## src/rtl/irq_route_pkg.sv

```systemverilog
package irq_route_pkg;
  localparam int unsigned PIRQ_COUNT = 4;
  localparam int unsigned ISA_COUNT = 16;
  localparam int unsigned CFG_AW = 8;
  localparam int unsigned CFG_DW = 8;
  localparam logic [CFG_AW-1:0] ROUTE_BASE = 8'h60;
  localparam logic [CFG_DW-1:0] ROUTE_RESET = 8'h80;
endpackage

```

## src/rtl/irq_rst_sync.sv

```systemverilog
module irq_rst_sync #(
  parameter int unsigned STAGES = 2
) (
  input  logic clk,
  input  logic arst_n,
  output logic srst_n
);
  logic [STAGES-1:0] chain_q;
  logic [STAGES-1:0] chain_d;

  always_comb begin
    chain_d = {chain_q[STAGES-2:0], 1'b1};
  end

  always_ff @(posedge clk or negedge arst_n) begin
    if (!arst_n) begin
      chain_q <= '0;
    end else begin
      chain_q <= chain_d;
    end
  end

  assign srst_n = chain_q[STAGES-1] & arst_n;
endmodule

```

## src/rtl/irq_route_regfile.sv

```systemverilog
module irq_route_regfile #(
  parameter int unsigned NUM_LINES = 4,
  parameter int unsigned AW = 8,
  parameter int unsigned DW = 8,
  parameter logic [AW-1:0] BASE = 8'h60,
  parameter logic [DW-1:0] RESET_VAL = 8'h80
) (
  input  logic                           clk,
  input  logic                           rst_n,
  input  logic                           cfg_we,
  input  logic                           cfg_re,
  input  logic [AW-1:0]                  cfg_addr,
  input  logic [DW-1:0]                  cfg_wdata,
  output logic [DW-1:0]                  cfg_rdata,
  output logic [NUM_LINES-1:0][DW-1:0]   route_q
);
  localparam logic [AW:0] END_ADDR = {1'b0, BASE} + (AW+1)'(NUM_LINES);

  logic [AW-1:0]        offset;
  logic                 in_window;
  logic [NUM_LINES-1:0] wr_en;
  logic [NUM_LINES-1:0][DW-1:0] route_d;

  always_comb begin
    offset    = cfg_addr - BASE;
    in_window = (cfg_addr >= BASE) && ({1'b0, cfg_addr} < END_ADDR);
  end

  for (genvar i = 0; i < NUM_LINES; i++) begin : g_route
    always_comb begin
      wr_en[i]   = cfg_we && in_window && (offset == AW'(i));
      route_d[i] = wr_en[i] ? cfg_wdata : route_q[i];
    end

    always_ff @(posedge clk or negedge rst_n) begin
      if (!rst_n) begin
        route_q[i] <= RESET_VAL;
      end else if (wr_en[i]) begin
        route_q[i] <= route_d[i];
      end
    end


    stored_write_chk: assert property (@(posedge clk) disable iff (!rst_n)
      (cfg_we && ({1'b0, cfg_addr} == ({1'b0, BASE} + (AW+1)'(i))))
      |=> (route_q[i] == $past(cfg_wdata)));
  end

  always_comb begin
    cfg_rdata = '0;
    if (cfg_re && in_window) begin
      for (int i = 0; i < NUM_LINES; i++) begin
        if (offset == AW'(i)) cfg_rdata = route_q[i];
      end
    end
  end


  stray_write_chk: assert property (@(posedge clk) disable iff (!rst_n)
    (cfg_we && ((cfg_addr < BASE) || ({1'b0, cfg_addr} >= END_ADDR)))
    |=> $stable(route_q));


  idle_read_chk: assert property (@(posedge clk) disable iff (!rst_n)
    !cfg_re |-> (cfg_rdata == '0));
endmodule

```

## src/rtl/irq_route_decoder.sv

```systemverilog
module irq_route_decoder #(
  parameter int unsigned NUM_LINES = 4,
  parameter int unsigned NUM_OUT = 16,
  parameter int unsigned DW = 8
) (
  input  logic                               clk,
  input  logic                               rst_n,
  input  logic [NUM_LINES-1:0][DW-1:0]       route_q,
  output logic [NUM_LINES-1:0][NUM_OUT-1:0]  sel
);
  for (genvar i = 0; i < NUM_LINES; i++) begin : g_line
    always_comb begin
      sel[i] = '0;
      for (int j = 0; j < NUM_OUT; j++) begin
        if (route_q[i] == DW'(j)) sel[i][j] = 1'b1;
      end
    end


    single_target_chk: assert property (@(posedge clk) disable iff (!rst_n)
      $onehot0(sel[i]));


    out_of_range_chk: assert property (@(posedge clk) disable iff (!rst_n)
      (route_q[i] >= DW'(NUM_OUT)) |-> (sel[i] == '0));
  end
endmodule

```

## src/rtl/irq_or_matrix.sv

```systemverilog
module irq_or_matrix #(
  parameter int unsigned NUM_LINES = 4,
  parameter int unsigned NUM_OUT = 16
) (
  input  logic [NUM_LINES-1:0]               line_lvl,
  input  logic [NUM_LINES-1:0][NUM_OUT-1:0]  sel,
  output logic [NUM_OUT-1:0]                 irq_out
);
  for (genvar j = 0; j < NUM_OUT; j++) begin : g_out
    logic [NUM_LINES-1:0] term;
    for (genvar i = 0; i < NUM_LINES; i++) begin : g_term
      assign term[i] = line_lvl[i] & sel[i][j];
    end
    assign irq_out[j] = |term;
  end
endmodule

```

## src/rtl/irq_route_matrix.sv

```systemverilog
module irq_route_matrix
  import irq_route_pkg::*;
#(
  parameter int unsigned NUM_PIRQ = PIRQ_COUNT,
  parameter int unsigned NUM_ISA = ISA_COUNT,
  parameter int unsigned AW = CFG_AW,
  parameter int unsigned DW = CFG_DW,
  parameter logic [CFG_AW-1:0] BASE = ROUTE_BASE,
  parameter logic [CFG_DW-1:0] RESET_VAL = ROUTE_RESET
) (
  input  logic                clk,
  input  logic                rst_n,
  input  logic [NUM_PIRQ-1:0] pirq_lvl,
  input  logic [AW-1:0]       cfg_addr,
  input  logic [DW-1:0]       cfg_wdata,
  input  logic                cfg_we,
  input  logic                cfg_re,
  output logic [DW-1:0]       cfg_rdata,
  output logic [NUM_ISA-1:0]  isa_irq
);
  logic                              rst_n_sync;
  logic [NUM_PIRQ-1:0][DW-1:0]       route_q;
  logic [NUM_PIRQ-1:0][NUM_ISA-1:0]  sel;

  irq_rst_sync #(.STAGES(2)) u_rst (
    .clk    (clk),
    .arst_n (rst_n),
    .srst_n (rst_n_sync)
  );

  irq_route_regfile #(
    .NUM_LINES (NUM_PIRQ),
    .AW        (AW),
    .DW        (DW),
    .BASE      (BASE[AW-1:0]),
    .RESET_VAL (RESET_VAL[DW-1:0])
  ) u_regs (
    .clk       (clk),
    .rst_n     (rst_n_sync),
    .cfg_we    (cfg_we),
    .cfg_re    (cfg_re),
    .cfg_addr  (cfg_addr),
    .cfg_wdata (cfg_wdata),
    .cfg_rdata (cfg_rdata),
    .route_q   (route_q)
  );

  irq_route_decoder #(
    .NUM_LINES (NUM_PIRQ),
    .NUM_OUT   (NUM_ISA),
    .DW        (DW)
  ) u_dec (
    .clk     (clk),
    .rst_n   (rst_n_sync),
    .route_q (route_q),
    .sel     (sel)
  );

  irq_or_matrix #(
    .NUM_LINES (NUM_PIRQ),
    .NUM_OUT   (NUM_ISA)
  ) u_or (
    .line_lvl (pirq_lvl),
    .sel      (sel),
    .irq_out  (isa_irq)
  );


  quiet_bus_chk: assert property (@(posedge clk) disable iff (!rst_n_sync)
    (pirq_lvl == '0) |-> (isa_irq == '0));


  fanout_bound_chk: assert property (@(posedge clk) disable iff (!rst_n_sync)
    $countones(isa_irq) <= $countones(pirq_lvl));
endmodule

```

## config.mk

```make
export PLATFORM = sky130hd
export DESIGN_NAME = irq_route_matrix
export DESIGN_NICKNAME = d
export VERILOG_FILES = /design/src/rtl/irq_route_pkg.sv /design/src/rtl/irq_rst_sync.sv /design/src/rtl/irq_route_regfile.sv /design/src/rtl/irq_route_decoder.sv /design/src/rtl/irq_or_matrix.sv /design/src/rtl/irq_route_matrix.sv
export SDC_FILE = /design/constraint.sdc
export NUM_CORES = 1
export LEC_CHECK = 0
export ABC_AREA = 1
export BUFFER_PORTS_ARGS = -buffer_cell sky130_fd_sc_hd__buf_4
export CAP_MARGIN = 0
export CORE_UTILIZATION = 56
export CTS_CLUSTER_DIAMETER = 60
export DETAILED_ROUTE_END_ITERATION = 6
export GPL_ROUTABILITY_DRIVEN = 0
export PLACE_DENSITY = 0.8
export SLEW_MARGIN = 20
export SYNTH_ARGS = -nofsm -noshare
export SYNTH_HDL_FRONTEND = slang
export SYNTH_SLANG_ARGS = --single-unit
```

## constraint.sdc

```tcl
create_clock -name clk -period 2.3 [get_ports clk]
set_clock_uncertainty 0.1 [all_clocks]
set_input_delay 0.23 -clock clk [delete_from_list [all_inputs] [get_ports clk]]
set_output_delay 0.23 -clock clk [all_outputs]
set_load 0.1 [all_outputs]
```

# --- After elaboration in Yosys (flattened, before gate mapping) ---
# Index checks and enable logic that the tools add are counted.
word_totals:
  register_bits: 34
  inputBits: 24
  word_cells: 233
op_classes:
  add_sub_neg: 1
  magnitude_cmp: 2
  n_eq_ne: 63
  muxes: 69
  bitwise_logic: 65
  n_reduce_logical: 28
ops:
  columns: ["operator", "count"]
  rows:
  - ["== test 8 x 4 -> 1 bit (second input constant)", 32]
  - ["== test 8 x 3 -> 1 bit (second input constant)", 16]
  - ["== test 8 x 2 -> 1 bit (second input constant)", 10]
  - ["AND 1 bit", 65]
  - ["2-to-1 mux 1 bit", 64]
  - ["OR reduction 4 bit", 16]
  - ["== test 8 x 1 -> 1 bit (second input constant)", 5]
  - ["logical NOT 8 bit", 5]
  - ["2-to-1 mux 8 bit", 5]
  - [">= comparator 8 x 7 -> 1 bit (second input constant)", 1]
  - ["< comparator 8 x 7 -> 1 bit (second input constant)", 1]
  - ["subtractor 8 x 7 -> 8 bit (second input constant)", 1]
  - ["logical AND 1 bit", 7]

# --- Depth between registers and ports, before layout ---
logic_depth:
  depth_word: 7
  depth_mapped: 11

# --- Cells and area by module ---
# From an unflattened synthesis, not the netlist that was laid out.
hier_totals:
  cells_unflattened: 572
  area_unflattened_um2: 3226.8
by_module_without_submodules:
  columns: ["module", "instances", "cells_per_inst", "area_each_um2"]
  rows:
  - ["irq_route_regfile", 1, 215, 1707.9]
  - ["irq_route_decoder", 1, 200, 793.3]
  - ["irq_or_matrix", 1, 152, 664.4]
  - ["irq_rst_sync", 1, 5, 61.3]

# --- Worst setup path after synthesis ---
# Ideal clock, no wire load.
synth_path:
  path_type: "input to output"
  startpoint: "input port cfg_addr[5]"
  endpoint: "output port cfg_rdata[5]"
  t_arrival_ps: 2603
  required_time_ps: 1970
  path_slack_ps: -633
  path_stages: 10
  path_buffers: 2
  cell_sequence: "ha_1 > inv_1 > nand3_1 > nor2_2 > buf_4 > nand2_2 > buf_2 > nand2_1 > nor2_1 > nor2_1"
synth_between:
  elab_chain_len: 7
  word_cells_on_any_way: 14
  cone_classes: "1 x add/sub; 2 x order compare; 3 x eq/ne; 5 x mux; 3 x reduce/logical"
synth_lines:
  columns: ["element", "line_no", "rtl"]
  rows:
  - ["start: declaration", "irq_route_matrix.sv:14", "input logic [AW-1:0] cfg_addr,"]
  - ["subtractor 8 x 7 -> 8 bit", "irq_route_regfile.sv:25", "offset = cfg_addr - BASE;"]
  - ["logical NOT 8 bit", "irq_route_regfile.sv:53", "if (offset == AW'(i)) cfg_rdata = route_q[i];"]
  - ["2-to-1 mux 8 bit (4 in a row)", "irq_route_regfile.sv:53", null]
  - ["2-to-1 mux 8 bit (*)", "irq_route_regfile.sv:51", "if (cfg_re && in_window) begin"]
  - ["end: declaration", "irq_route_matrix.sv:18", "output logic [DW-1:0] cfg_rdata,"]
# Every way passes the cells marked *; elsewhere a longest branch is shown, timed or not.

# --- Final worst setup path ---
layout_path:
  startpoint: "register u_regs.route_q[10] (netlist bit)"
  endpoint: "output port isa_irq[6]"
layout_between:
  elab_chain_len: 4
layout_lines:
  columns: ["element", "line_no", "rtl"]
  rows:
  - ["start: declaration", "irq_route_regfile.sv:15", "output logic [NUM_LINES-1:0][DW-1:0] route_q"]
  - ["start signal: indexed assignment", "irq_route_regfile.sv:39", "route_q[i] <= route_d[i];"]
  - ["== test 8 x 3 -> 1 bit", "irq_route_decoder.sv:15", "if (route_q[i] == DW'(j)) sel[i][j] = 1'b1;"]
  - ["2-to-1 mux 1 bit", "irq_route_decoder.sv:15", null]
  - ["AND 1 bit", "irq_or_matrix.sv:12", "assign term[i] = line_lvl[i] & sel[i][j];"]
  - ["OR reduction 4 bit", "irq_or_matrix.sv:14", "assign irq_out[j] = |term;"]
  - ["end: declaration", "irq_route_matrix.sv:19", "output logic [NUM_ISA-1:0] isa_irq"]
# Every way passes these cells.

==> results.md <==
- Slew margin rel.: 59.1%
- Crit path cell chain: inv_1, nor2_1, nand4_1, or2_2, nand4_1, buf_4
- Largest net degree at the start of global routing: 29
- Placed cells: 482
- Die H: 69.7 um
- Worst R2R End: u_regs.route_q[16]
- Non-Filler Instances: 491
- Fraction of layout instances using a drive strength above 1: 22.6%
- Syn avg cell area: 6.58 sq um
- Crit path largest cell delay: 0.48 ns
- Dpl hpwl: 5670 um
- Pleak: 1.57 nW
- DR iter-0 viols: 396
- Sequential share of power: 51.6%
- Nets: 463
- Fillers: 396
- First-pass GRT wire length: 12,400 um
- Clock tree sinks: 34
- CP Launch Point: u_regs.route_q[10]
- CP max stage cell: dfrtp_1
- Hold wc startpoint: cfg_wdata[5]
- Final WS setup: 0.0413 ns
- Max-slew violation count: 0
- WS Path Type: register to output pin
- CTS tree: built
- Port bufs: 47
- Psw: 0.282 mW
- Syn nets: 415
- Buffers & Inverters on Critical Path: 2
- Top cell type by total area after synthesis: dfrtp_1
- Num CTS Buffers: 5
- Mapped cell area: 0.00257 sq mm
- Sw frac: 24.1%
- Hold slack: 0.0585 ns
- Required time worst endpoint: 1.97 ns
- Cell Int Power: 0.886 mW
- Max IR drop VDD: 0.000412 V
- Crit path DAT: 1.93 ns
- Clock power frac: 38.1%
- PD cells: 373 mW/mm^2
- Most frequent CP cell: nand4_1
- Min-Delay Path Class: input port to register
- Crit end category: output pin
- Yosys reg bits: 34
- Reg2Reg Depth: 3
- Register area share after synthesis: 33.3%
- GRT Util Overall: 32.5%
- Cells after Synth: 390
- Post-detailed-route DRC marker count: 0
- Initial antenna violation count: 0
- Ys Warns: 0
- DRT Pass-1 Iters: 5
- Post-route ant nets: 0
- Critical path endpoint: isa_irq[6]
- Final worst path period need: 2.26 ns
- Crit path max fanout: 6
- Final Setup Violations: 0
- ANT cells: 0
- Die area: 0.00486 sq mm
- Syn-to-layout area delta: 22.0%
- Delay-heaviest family, CP: simple AND/OR/NAND/NOR gates
- Combinational share of power: 10.3%
- Achievable Freq: 443 MHz
- Site Rows: 24
- Crit start category: register
- Clk root buf: clkbuf_8
- RSZ-0062 raised after global routing: yes
- Post-Route WL: 7300 um
- Critical path depth: 6
- CTS clock-pin slew for the worst setup and hold paths: 0.07 ns
- Setup tns final: 0 ns
- Crit share post-route: 98.2%
- Avg Vias per Cell: 5.79
- Synth unique cells: 27
- Post-synth top area share: 29.3%
- Total grt overflow: 0
- Core area: 0.00438 sq mm
- Worst R2R Setup Slack: 1.22 ns
- Top cells by area, synth: dfrtp_1, nand2_1, nand3_1
- Max-cap violations: 0
- Overall Power: 1.17 mW
- Number of post-CTS setup repair buffers: 0
- Vias in the first global route: 2,590
- Avg WL per Cell: 14.9 um
- Status: finished clean
- Clk_lat worst skew: 0.28 ns
- Worst r2r src: u_rst.chain_q[1]
- Slew at the pin with the worst max-slew slack: 0.613 ns
- Die extent in x: 69.7 um
- Initial core utilization: 58.5%
- Place WS: 0.133 ns
- Vias: 2,845
- H-tree levels: 2
- IO Count: 48
- Final Hold Vio Count: 0
- CTS Buffer Depth: 2
## Yosys cell counts, drive strengths merged
master / count
inv: 55
nor3: 10
a21oi: 1
dfrtp: 30
nand2: 105
clkbuf: 2
ha: 1
o21ai: 40
conb: 1
nand3: 53
buf: 8
or2: 2
dfstp: 4
nor2: 48
nand4: 30
## metrics by stage
stage	area, sq um	util, %
6_report	3130	71.4
5_1_grt	3130	71.4
4_1_cts	3110	70.9
3_5_place_dp	3010	68.6
3_3_place_gp	3010	68.6
2_1_floorplan	2630	-
## cell families after synthesis
group                      after synthesis  synth area share [%]
and+or+nand+nor                        248                  45.6
buffers and inverters                   65                  10.9
AOI/OAI and AO/OA                       41                  9.46
DFF                                     34                  33.3
adders and majority gates                1                 0.487
other                                    1                 0.146
## state kept, by name, summed over array words and instances, names as in the netlist
signal,flops
u_regs.route_q,32
u_rst.chain_q,2
## layout make-up
cell class | count | area [sq um] | area share, %
well taps | 52 | 65.1 | 2.08
flip-flops and latches | 34 | 856 | 27.3
inverters | 55 | 206 | 6.59
clock buffers | 7 | 86.3 | 2.76
repair buffers | 51 | 402 | 12.8
multi-input cells | 291 | 1510 | 48.2
clock inverters | 1 | 5.00 | 0.160
## routing by layer
metal | GRT usage (%) | up-vias | part of all wire (%)
met5 | 0 | - | 0
met4 | 10.2 | 0 | 2.0
met3 | 6.25 | 17 | 8.9
met2 | 50.1 | 147 | 45
met1 | 46.3 | 1300 | 44
li1 | - | 1381 | -
## power groups by stage
stage	clock [mW]	combinational [mW]	sequential [mW]
2_1_floorplan	0	0.0639	0.613
3_3_place_gp	0	0.115	0.614
3_5_place_dp	0	0.118	0.614
4_1_cts	0.452	0.120	0.603
5_1_grt	0.473	0.134	0.603
6_report	0.445	0.120	0.603
## tightest hold or removal path: cells and delay by family
kind | cells | cell delay (ns)
buffers and inverters | 1 | 0.08
and+or+nand+nor | 1 | 0.05
AOI/OAI and AO/OA | 1 | 0.04
## layout by cell type, fill, tap and decap left out, types with 2 or more instances in the layout
master    count
buf_4        48
clkbuf_8      6
dfrtp_1      30
dfstp_2       4
inv_1        52
inv_2         3
nand2_1     103
nand3_1      49
nand3_2       3
nand4_1      30
nor2_1       37
nor2_2        2
nor2_4        8
nor3_1        4
nor3_2        4
nor3_4        2
o21ai_0      10
o21ai_1      20
o21ai_2      10
or2_2         2
## worst min path at each step
stage,endpoint,slack [ns],cells past startpoint
2_1_floorplan,u_rst.chain_q[0],-0.17,0
3_3_place_gp,u_rst.chain_q[0],-0.08,1
3_5_place_dp,u_rst.chain_q[1],-0.08,1
4_1_cts,u_regs.route_q[21],0.05,3
5_1_grt,u_regs.route_q[21],0.06,3
6_report,u_regs.route_q[21],0.06,3
## timing repair
item,CTS,global route
hold buffers,1,0
hold endpoints to repair,14,0
endpoints found under the setup margin,0,18
gates resized for setup,0,11
Power figures use the tool's default switching activity.
